`config.mk`:
```
export PLATFORM = sky130hd
export DESIGN_NAME = cpu_irq_arbiter
export DESIGN_NICKNAME = d
export VERILOG_FILES = /design/src/rtl/irq_arb_pkg.sv /design/src/rtl/irq_sticky_flags.sv /design/src/rtl/irq_level_track.sv /design/src/rtl/irq_select.sv /design/src/rtl/cpu_irq_arbiter.sv
export SDC_FILE = /design/constraint.sdc
export NUM_CORES = 1
export LEC_CHECK = 0
export ABC_AREA = 1
export BUFFER_PORTS_ARGS = -buffer_cell sky130_fd_sc_hd__buf_2
export CORE_MARGIN = 2
export CORE_UTILIZATION = 49
export CTS_BUF_LIST = sky130_fd_sc_hd__clkbuf_4 sky130_fd_sc_hd__clkbuf_8
export DETAILED_ROUTE_END_ITERATION = 8
export PLACE_DENSITY = 0.8
export RECOVER_POWER = 50
export SYNTH_ARGS = -nofsm -noshare
export SYNTH_HDL_FRONTEND = slang
export SYNTH_SLANG_ARGS = --single-unit
```
`constraint.sdc`:
```
create_clock -name clk -period 1.5 [get_ports clk]
set_clock_uncertainty 0.2 [all_clocks]
set_input_delay 0 -clock clk [delete_from_list [all_inputs] [get_ports clk]]
set_output_delay 0 -clock clk [all_outputs]
set_load 0.01 [all_outputs]
```
`src/rtl/irq_arb_pkg.sv`:
```
package irq_arb_pkg;

   typedef enum logic [1:0] {
      EXC_NONE   = 2'b00,
      EXC_NMIRST = 2'b01,
      EXC_INTR   = 2'b10
   } exc_kind_e;

   // sticky single-bit request sources, in priority order (index 0 first)
   localparam int unsigned NUM_HARD = 2;
   localparam int unsigned SRC_RST  = 0;
   localparam int unsigned SRC_NMI  = 1;

endpackage

```
`src/rtl/irq_sticky_flags.sv`:
```
module irq_sticky_flags #(
   parameter int unsigned N = 2
) (
   input  logic         clk,
   input  logic         rst,
   input  logic [N-1:0] set_i,
   input  logic [N-1:0] clr_i,
   output logic [N-1:0] pend_o
);

   if (N < 1) begin : g_bad_n
      $error("irq_sticky_flags: N must be at least 1");
   end

   for (genvar i = 0; i < N; i++) begin : g_flag
      logic pend_q;
      always_ff @(posedge clk) begin
         if (rst)
            pend_q <= 1'b0;
         else if (set_i[i])
            pend_q <= 1'b1;   // a new request wins over a same-cycle service
         else if (clr_i[i])
            pend_q <= 1'b0;
      end
      assign pend_o[i] = pend_q;
   end

endmodule

```
`src/rtl/irq_level_track.sv`:
```
module irq_level_track #(
   parameter int unsigned LVL_W = 6
) (
   input  logic             clk,
   input  logic             rst,
   input  logic             chg_i,
   input  logic [LVL_W-1:0] lvl_i,
   input  logic             take_lvl_i,
   input  logic             take_eoi_i,
   output logic [LVL_W-1:0] lvl_o,
   output logic             lvl_vld_o,
   output logic             eoi_o
);

   logic [LVL_W-1:0] lvl_q;
   logic             vld_q;
   logic             eoi_q;
   logic             chg_zero;

   assign chg_zero = chg_i && (lvl_i == '0);

   always_ff @(posedge clk) begin
      if (rst) begin
         lvl_q <= '0;
         vld_q <= 1'b0;
         eoi_q <= 1'b0;
      end else if (chg_i) begin
         // a fresh change replaces any level or marker still pending
         lvl_q <= lvl_i;
         vld_q <= !chg_zero;
         eoi_q <= chg_zero;
      end else begin
         if (take_lvl_i) begin
            vld_q <= 1'b0;
            lvl_q <= '0;
         end
         if (take_eoi_i)
            eoi_q <= 1'b0;
      end
   end

   assign lvl_o     = lvl_q;
   assign lvl_vld_o = vld_q;
   assign eoi_o     = eoi_q;

endmodule

```
`src/rtl/irq_select.sv`:
```
module irq_select
   import irq_arb_pkg::*;
#(
   parameter int unsigned LVL_W = 6
) (
   input  logic                boundary_i,
   input  logic [NUM_HARD-1:0] hard_pend_i,
   input  logic                eoi_i,
   input  logic                lvl_vld_i,
   input  logic [LVL_W-1:0]    lvl_i,
   input  logic                ie_i,
   input  logic [LVL_W-1:0]    im_i,
   output logic                exc_valid_o,
   output exc_kind_e           exc_kind_o,
   output logic [NUM_HARD-1:0] hard_clr_o,
   output logic                take_lvl_o,
   output logic                take_eoi_o,
   output logic                ip_we_o,
   output logic [LVL_W-1:0]    ip_val_o
);

   logic unmasked;
   logic hard_any;
   logic [NUM_HARD-1:0] hard_first;

   assign unmasked = ie_i && ((lvl_i & im_i) != '0);
   assign hard_any = |hard_pend_i;

   // lowest index has priority
   always_comb begin
      hard_first = '0;
      for (int i = NUM_HARD - 1; i >= 0; i--) begin
         if (hard_pend_i[i]) begin
            hard_first    = '0;
            hard_first[i] = 1'b1;
         end
      end
   end

   always_comb begin
      exc_valid_o = 1'b0;
      exc_kind_o  = EXC_NONE;
      hard_clr_o  = '0;
      take_lvl_o  = 1'b0;
      take_eoi_o  = 1'b0;
      ip_we_o     = 1'b0;
      ip_val_o    = '0;
      if (boundary_i) begin
         if (hard_any) begin
            hard_clr_o  = hard_first;
            exc_valid_o = 1'b1;
            exc_kind_o  = EXC_NMIRST;
         end else if (eoi_i) begin
            take_eoi_o = 1'b1;
            ip_we_o    = 1'b1;
         end else if (lvl_vld_i) begin
            ip_we_o  = 1'b1;
            ip_val_o = lvl_i;
            if (unmasked) begin
               take_lvl_o  = 1'b1;
               exc_valid_o = 1'b1;
               exc_kind_o  = EXC_INTR;
            end
         end
      end
   end

endmodule

```
`src/rtl/cpu_irq_arbiter.sv`:
```
module cpu_irq_arbiter
   import irq_arb_pkg::*;
#(
   parameter int unsigned LVL_W = 6
) (
   input  logic             clk,
   input  logic             rst,
   input  logic             rst_req_i,
   input  logic             nmi_req_i,
   input  logic             lvl_chg_i,
   input  logic [LVL_W-1:0] lvl_i,
   input  logic             boundary_i,
   input  logic             ie_i,
   input  logic [LVL_W-1:0] im_i,
   output logic             exc_valid_o,
   output logic [1:0]       exc_kind_o,
   output logic [LVL_W-1:0] cause_ip_o
);

   if (LVL_W < 1 || LVL_W > 16) begin : g_bad_width
      $error("cpu_irq_arbiter: LVL_W must lie in 1..16");
   end

   logic [NUM_HARD-1:0] hard_set;
   logic [NUM_HARD-1:0] hard_clr;
   logic [NUM_HARD-1:0] hard_pend;
   logic                rst_pend;
   logic                nmi_pend;
   logic                eoi_pend;
   logic                lvl_vld;
   logic [LVL_W-1:0]    lvl_pend;
   logic                take_lvl;
   logic                take_eoi;
   logic                ip_we;
   logic [LVL_W-1:0]    ip_val;
   exc_kind_e           kind;
   logic [LVL_W-1:0]    cause_q;

   always_comb begin
      hard_set          = '0;
      hard_set[SRC_RST] = rst_req_i;
      hard_set[SRC_NMI] = nmi_req_i;
   end

   assign rst_pend = hard_pend[SRC_RST];
   assign nmi_pend = hard_pend[SRC_NMI];

   irq_sticky_flags #(.N(NUM_HARD)) u_flags (
      .clk    (clk),
      .rst    (rst),
      .set_i  (hard_set),
      .clr_i  (hard_clr),
      .pend_o (hard_pend)
   );

   irq_level_track #(.LVL_W(LVL_W)) u_level (
      .clk        (clk),
      .rst        (rst),
      .chg_i      (lvl_chg_i),
      .lvl_i      (lvl_i),
      .take_lvl_i (take_lvl),
      .take_eoi_i (take_eoi),
      .lvl_o      (lvl_pend),
      .lvl_vld_o  (lvl_vld),
      .eoi_o      (eoi_pend)
   );

   irq_select #(.LVL_W(LVL_W)) u_select (
      .boundary_i  (boundary_i),
      .hard_pend_i (hard_pend),
      .eoi_i       (eoi_pend),
      .lvl_vld_i   (lvl_vld),
      .lvl_i       (lvl_pend),
      .ie_i        (ie_i),
      .im_i        (im_i),
      .exc_valid_o (exc_valid_o),
      .exc_kind_o  (kind),
      .hard_clr_o  (hard_clr),
      .take_lvl_o  (take_lvl),
      .take_eoi_o  (take_eoi),
      .ip_we_o     (ip_we),
      .ip_val_o    (ip_val)
   );

   always_ff @(posedge clk) begin
      if (rst)
         cause_q <= '0;
      else if (ip_we)
         cause_q <= ip_val;
   end

   assign exc_kind_o = kind;
   assign cause_ip_o = cause_q;

endmodule

```
; ---- Word level (Yosys, flattened, before mapping)
; Index checks and enable logic that the tools add are counted.
[word_totals]
register_bits = 16
in_bits = 19
output_inout_bits = 9
wordCells = 54
[op_classes]
muxes = 37
bitwise_logic = 1
n_reduce_logical = 10
[ops]
columns = cell, count
row1 = $mux 6, 6
row2 = $mux 1, 22
row3 = $mux 2, 9
row4 = $reduce_bool 2->1, 4
row5 = $and 6x6->6, 1
row6 = $logic_not 6->1, 1
row7 = $reduce_bool 6->1, 1
row8 = $logic_and 1x1->1, 2
row9 = $reduce_or 2->1, 1
row10 = $logic_not 1->1, 1

; ---- Longest topological paths before layout
[logic_depth]
ltp_word = 10
ltp_mapped = 7
ltp_nobuf = 7

; ---- Hierarchy
; From an unflattened synthesis, not the netlist that was laid out.
[unflattened]
hier_cells = 128
hier_area_um2 = 874.6
[by_module_without_submodules]
columns = mod, instances, cells_each, area_per_inst_um2, seq_area_each_um2
row1 = irq_level_track, 1, 40, 322.8, 160.2
row2 = cpu_irq_arbiter, 1, 38, 247.7, 120.1
row3 = irq_select, 1, 38, 216.5, 0.0
row4 = irq_sticky_flags, 1, 12, 87.6, 40.0

; ---- Least setup slack after synthesis
; Ideal clock, no wire load.
[synth_path]
kind = reg2reg
start = register u_level.vld_q, in the netlist u_level.lvl_vld_o
end = register u_level.lvl_q[3], in the netlist u_level.lvl_o[3]
setup_ps = 125
t_arrival_ps = 822
required_ps = 1175
slack_ps = 353
stages_incl_launch_ff = 6
path_buffers = 0
synth_period_minus_slack_ps = 1147
path_cell_list = dfxtp_1 -> nand2_2 -> nor2_2 -> nand3_4 -> nand3_1 -> a21oi_1
[synth_between]
elab_chain_len = 5
[synth_lines]
columns = element, line
row1 = start: declaration, irq_level_track.sv:16  ; logic vld_q;
row2 = start signal: assignment, irq_level_track.sv:30  ; vld_q <= !chg_zero;
row3 = $mux 1, irq_select.sv:56  ; end else if (lvl_vld_i) begin
row4 = $mux 1, irq_select.sv:53  ; end else if (eoi_i) begin
row5 = $mux 1, irq_select.sv:49  ; if (hard_any) begin
row6 = $mux 1, irq_select.sv:48  ; if (boundary_i) begin
row7 = $reduce_bool 2->1 (no line), n/a
row8 = end signal: assignment, irq_level_track.sv:29  ; lvl_q <= lvl_i;
row9 = end: declaration, irq_level_track.sv:15  ; logic [LVL_W-1:0] lvl_q;
; No other way between the ends.
; A chain may end at the register's enable or synchronous reset.

; ---- Final worst setup path
[layout_path]
start = input boundary_i
end = register u_flags.g_flag[0].pend_q
[layout_between]
elab_chain_len = 2
[layout_lines]
columns = element, line
row1 = start: declaration, cpu_irq_arbiter.sv:12  ; input logic boundary_i,
row2 = $mux 2, irq_select.sv:48
row3 = $reduce_bool 2->1 (no line), n/a
row4 = end signal: assignment, irq_sticky_flags.sv:19  ; pend_q <= 1'b0;
row5 = end signal: assignment, irq_sticky_flags.sv:21  ; pend_q <= 1'b1;
row6 = end signal: assignment, irq_sticky_flags.sv:23  ; pend_q <= 1'b0;
row7 = end: declaration, irq_sticky_flags.sv:16  ; logic pend_q;
; No other way between the ends.

==> impl_results.rst <==
.. list-table::
   :header-rows: 1

   * - Metric
     - Value
   * - Run status
     - finished clean
   * - Most common cell after layout, fill and taps aside
     - sky130_fd_sc_hd__nand2_1
   * - Largest net degree at the start of global routing
     - 17
   * - Slew at the pin closest to its max-slew limit
     - 297 ps
   * - Fin Setup TNS
     - 0 ps
   * - Shortest clock period the worst path allows after layout
     - 1480 ps
   * - Required time of the worst setup path
     - approximately 1500 ps
   * - All-layer global routing usage
     - 24.3%
   * - Setup-violating endpoint count in the final report
     - 0
   * - Leak pwr
     - 0.000464 µW
   * - Vertical extent of the die
     - 42.5 µm
   * - Post-synthesis sequential area ratio
     - 44.2%
   * - Core region area
     - 1330 µm²
   * - Crit. End Element
     - flip-flop
   * - Type of the tightest min-delay check
     - in2reg
   * - # IOs
     - 28
   * - Area fraction of the dominant cell type after synthesis
     - 44.2%
   * - IO buf count
     - 27
   * - Number of detailed-route iterations in the first pass
     - 5
   * - Synth area leader
     - sky130_fd_sc_hd__dfxtp_1
   * - CTS HTree Levels
     - 1
   * - Final wirelength
     - 2070 µm
   * - Syn Inst Count
     - 98
   * - Vias per cell
     - roughly 5.1
   * - Growth of design area from synthesis to finish
     - 50.4%
   * - Element type at the critical path start
     - input port
   * - Remaining Overflow, GRT
     - 0
   * - Die X
     - 42.5 µm
   * - Depth of the most critical reg-to-reg path
     - 3
   * - Reg2Reg Capture Point
     - u_flags.g_flag[0].pend_q
   * - Post-Synthesis Mean Instance Area
     - between 7 and 8 µm²
   * - Fraction of layout cells with a size suffix above 1
     - about 30%
   * - Post-synthesis cell type count
     - 18
   * - Wire length of the first global-routing pass
     - 3210 µm
   * - # Max-Cap Violations
     - 0
   * - Synth Warn #
     - 0
   * - Layout Utilization
     - 81.7%
   * - Worst slew margin relative to its limit
     - between 80% and 90%
   * - Startpoint of the worst-slack reg-to-reg timing path
     - u_flags.g_flag[0].pend_q
   * - Clock tree from TritonCTS
     - built
   * - Clock Sinks
     - 16
   * - Most frequent cells in the layout
     - sky130_fd_sc_hd__nand2_1 (29), sky130_fd_sc_hd__buf_2 (20), sky130_fd_sc_hd__dlygate4sd3_1 (18)
   * - Number of cells on the worst hold path
     - 6
   * - CTS Root Cell
     - sky130_fd_sc_hd__clkbuf_4
   * - Worst hold margin
     - approximately 74 ps
   * - Worst Setup EP
     - u_flags.g_flag[0].pend_q
   * - Largest cells by area after synthesis
     - sky130_fd_sc_hd__dfxtp_1 (44%), sky130_fd_sc_hd__nand2_1 (15%), sky130_fd_sc_hd__a21oi_1 (11%)
   * - Worst skew pair latency
     - 290 ps
   * - Std cell rows
     - 13
   * - Die ar.
     - between 1500 and 2000 µm²
   * - Maximum vdd drop
     - ~0.00067 V
   * - Max Root-Sink Buffers
     - 2
   * - Synthesized cell area
     - roughly 720 µm²
   * - Initial Util
     - 54.3%
   * - Vias
     - 812
   * - Total of flip-flops plus latches after synthesis
     - 16
   * - Worst endpoint data arrival time
     - 1470 ps
   * - Number of CTS-inserted buffers
     - 3
   * - Number of DRC markers after the initial detailed-route iteration
     - 17
   * - Antenna diodes
     - 0
   * - P per Cell Area
     - around 840 nW/µm²
   * - Critical path start-end classification
     - in2reg
   * - Number of design rule violations left after detail routing
     - 0
   * - Number of antenna violations at the first check in global routing
     - 0
   * - Placed wire-length estimate after detailed placement
     - between 1000 and 1500 µm
   * - DRT antenna net count
     - 0
   * - Slew Limit Fails
     - 0
   * - Routed wire per std cell
     - around 13 µm
   * - Max Fanout on Critical Path
     - 4
   * - Least setup slack across all paths after layout
     - 15.8 ps
   * - Launch point of the worst path
     - boundary_i
   * - Clock-pin slew of the registers on the worst-case setup and hold paths
     - 90 ps
   * - Placer Congestion
     - 0.809
   * - Period utilization
     - 98.9%
   * - Nets in the synthesized netlist
     - 117
   * - Net count reported at finish
     - 164
   * - Peak Freq
     - 674 MHz
   * - Final Hold Viols
     - 0
   * - Post-Place Worst Slack
     - 251 ps
   * - Setup repair after global routing missed its margin
     - yes
   * - Via count of the first global-routing pass
     - around 770
   * - Number of buffers inserted to repair setup after CTS
     - 0
   * - Setup slack of the worst register-to-register path
     - 20 ps
[kinds of logic (layout without fill, tap and decap cells)]
| logic type | after synthesis | after routing | synth area share (%) |
|---|---|---|---|
| buffers and inverters | 11 | 57 | 6.22 |
| and+or+nand+nor | 53 | 53 | 35.6 |
| AOI/OAI and AO/OA | 18 | 18 | 14.0 |
| DFF | 16 | 16 | 44.2 |
[registers in the layout, indices dropped and copies added, names as in the netlist]
name,flops
cause_ip_o,6
u_level.eoi_o,1
u_level.lvl_o,6
u_level.lvl_vld_o,1
u_flags.g_flag.pend_q,2
[worst max-delay path, cell delays in order]
cell                            delay (ps)
sky130_fd_sc_hd__dlygate4sd3_1         520
sky130_fd_sc_hd__buf_2                 100
sky130_fd_sc_hd__inv_2                  50
sky130_fd_sc_hd__a21oi_1               150
sky130_fd_sc_hd__dlygate4sd3_1         600
sky130_fd_sc_hd__nor2_1                 40
[per-stage QoR]
stage,cells,instance area (µm²),power [µW]
2_1_floorplan,98,724,541
3_3_place_gp,137,866,582
3_5_place_dp,137,866,585
4_1_cts,159,1080,901
5_1_grt,159,1090,948
6_report,159,1090,910
[power breakdown]
group / leakage (µW) / switching (µW) / internal, µW
registers: 0.000132 / 15.9 / 443
logic: 0.000311 / 82.7 / 81.8
clock network: 0.0000210 / 139 / 148
[worst min path at each step]
| stage | startpoint | endpoint |
|---|---|---|
| after floorplan | rst_req_i | u_flags.g_flag[0].pend_q |
| after global placement | nmi_req_i | u_flags.g_flag[1].pend_q |
| after detailed placement | rst_req_i | u_flags.g_flag[0].pend_q |
| after CTS | ie_i | u_level.lvl_o[4] |
| after global routing | ie_i | u_level.lvl_o[1] |
| final | ie_i | u_level.lvl_o[1] |
[cell type report]
class	count	area, µm²
Clock buffer	4	36.3
Fill cell	95	244
Multi-Input combinational cell	71	368
Tap cell	15	18.8
Inverter	8	32.5
Sequential cell	16	324
Timing Repair Buffer	45	310
[timing repair]
item,4_1_cts,5_1_grt
endpoints found under the setup margin,0,6
hold endpoints to repair,16,0
gates resized for setup,0,8
hold buffers,18,0
[synthesized netlist by cell type]
cell type                   n
sky130_fd_sc_hd__nand2_1   29
sky130_fd_sc_hd__a21oi_1   16
sky130_fd_sc_hd__buf_2      1
sky130_fd_sc_hd__nor2_2     2
sky130_fd_sc_hd__inv_2      2
sky130_fd_sc_hd__o31ai_2    1
sky130_fd_sc_hd__nand2_2    2
sky130_fd_sc_hd__dfxtp_1   16
sky130_fd_sc_hd__inv_4      1
sky130_fd_sc_hd__nand3_4    1
sky130_fd_sc_hd__nor3b_1    1
sky130_fd_sc_hd__nor2_1     8
sky130_fd_sc_hd__nor2_4     2
sky130_fd_sc_hd__o21ai_2    1
sky130_fd_sc_hd__inv_1      5
sky130_fd_sc_hd__nand2_4    1
sky130_fd_sc_hd__clkbuf_1   2
sky130_fd_sc_hd__nand3_1    7
[metal layers]
layer | track usage, % | share of wire (%)
met4 | 13.1 | 2.7
met5 | 0 | 0
met1 | 25.5 | 38
met3 | 4.31 | 5.2
met2 | 44.9 | 54
No activity file was read; power rests on OpenSTA's default activity.
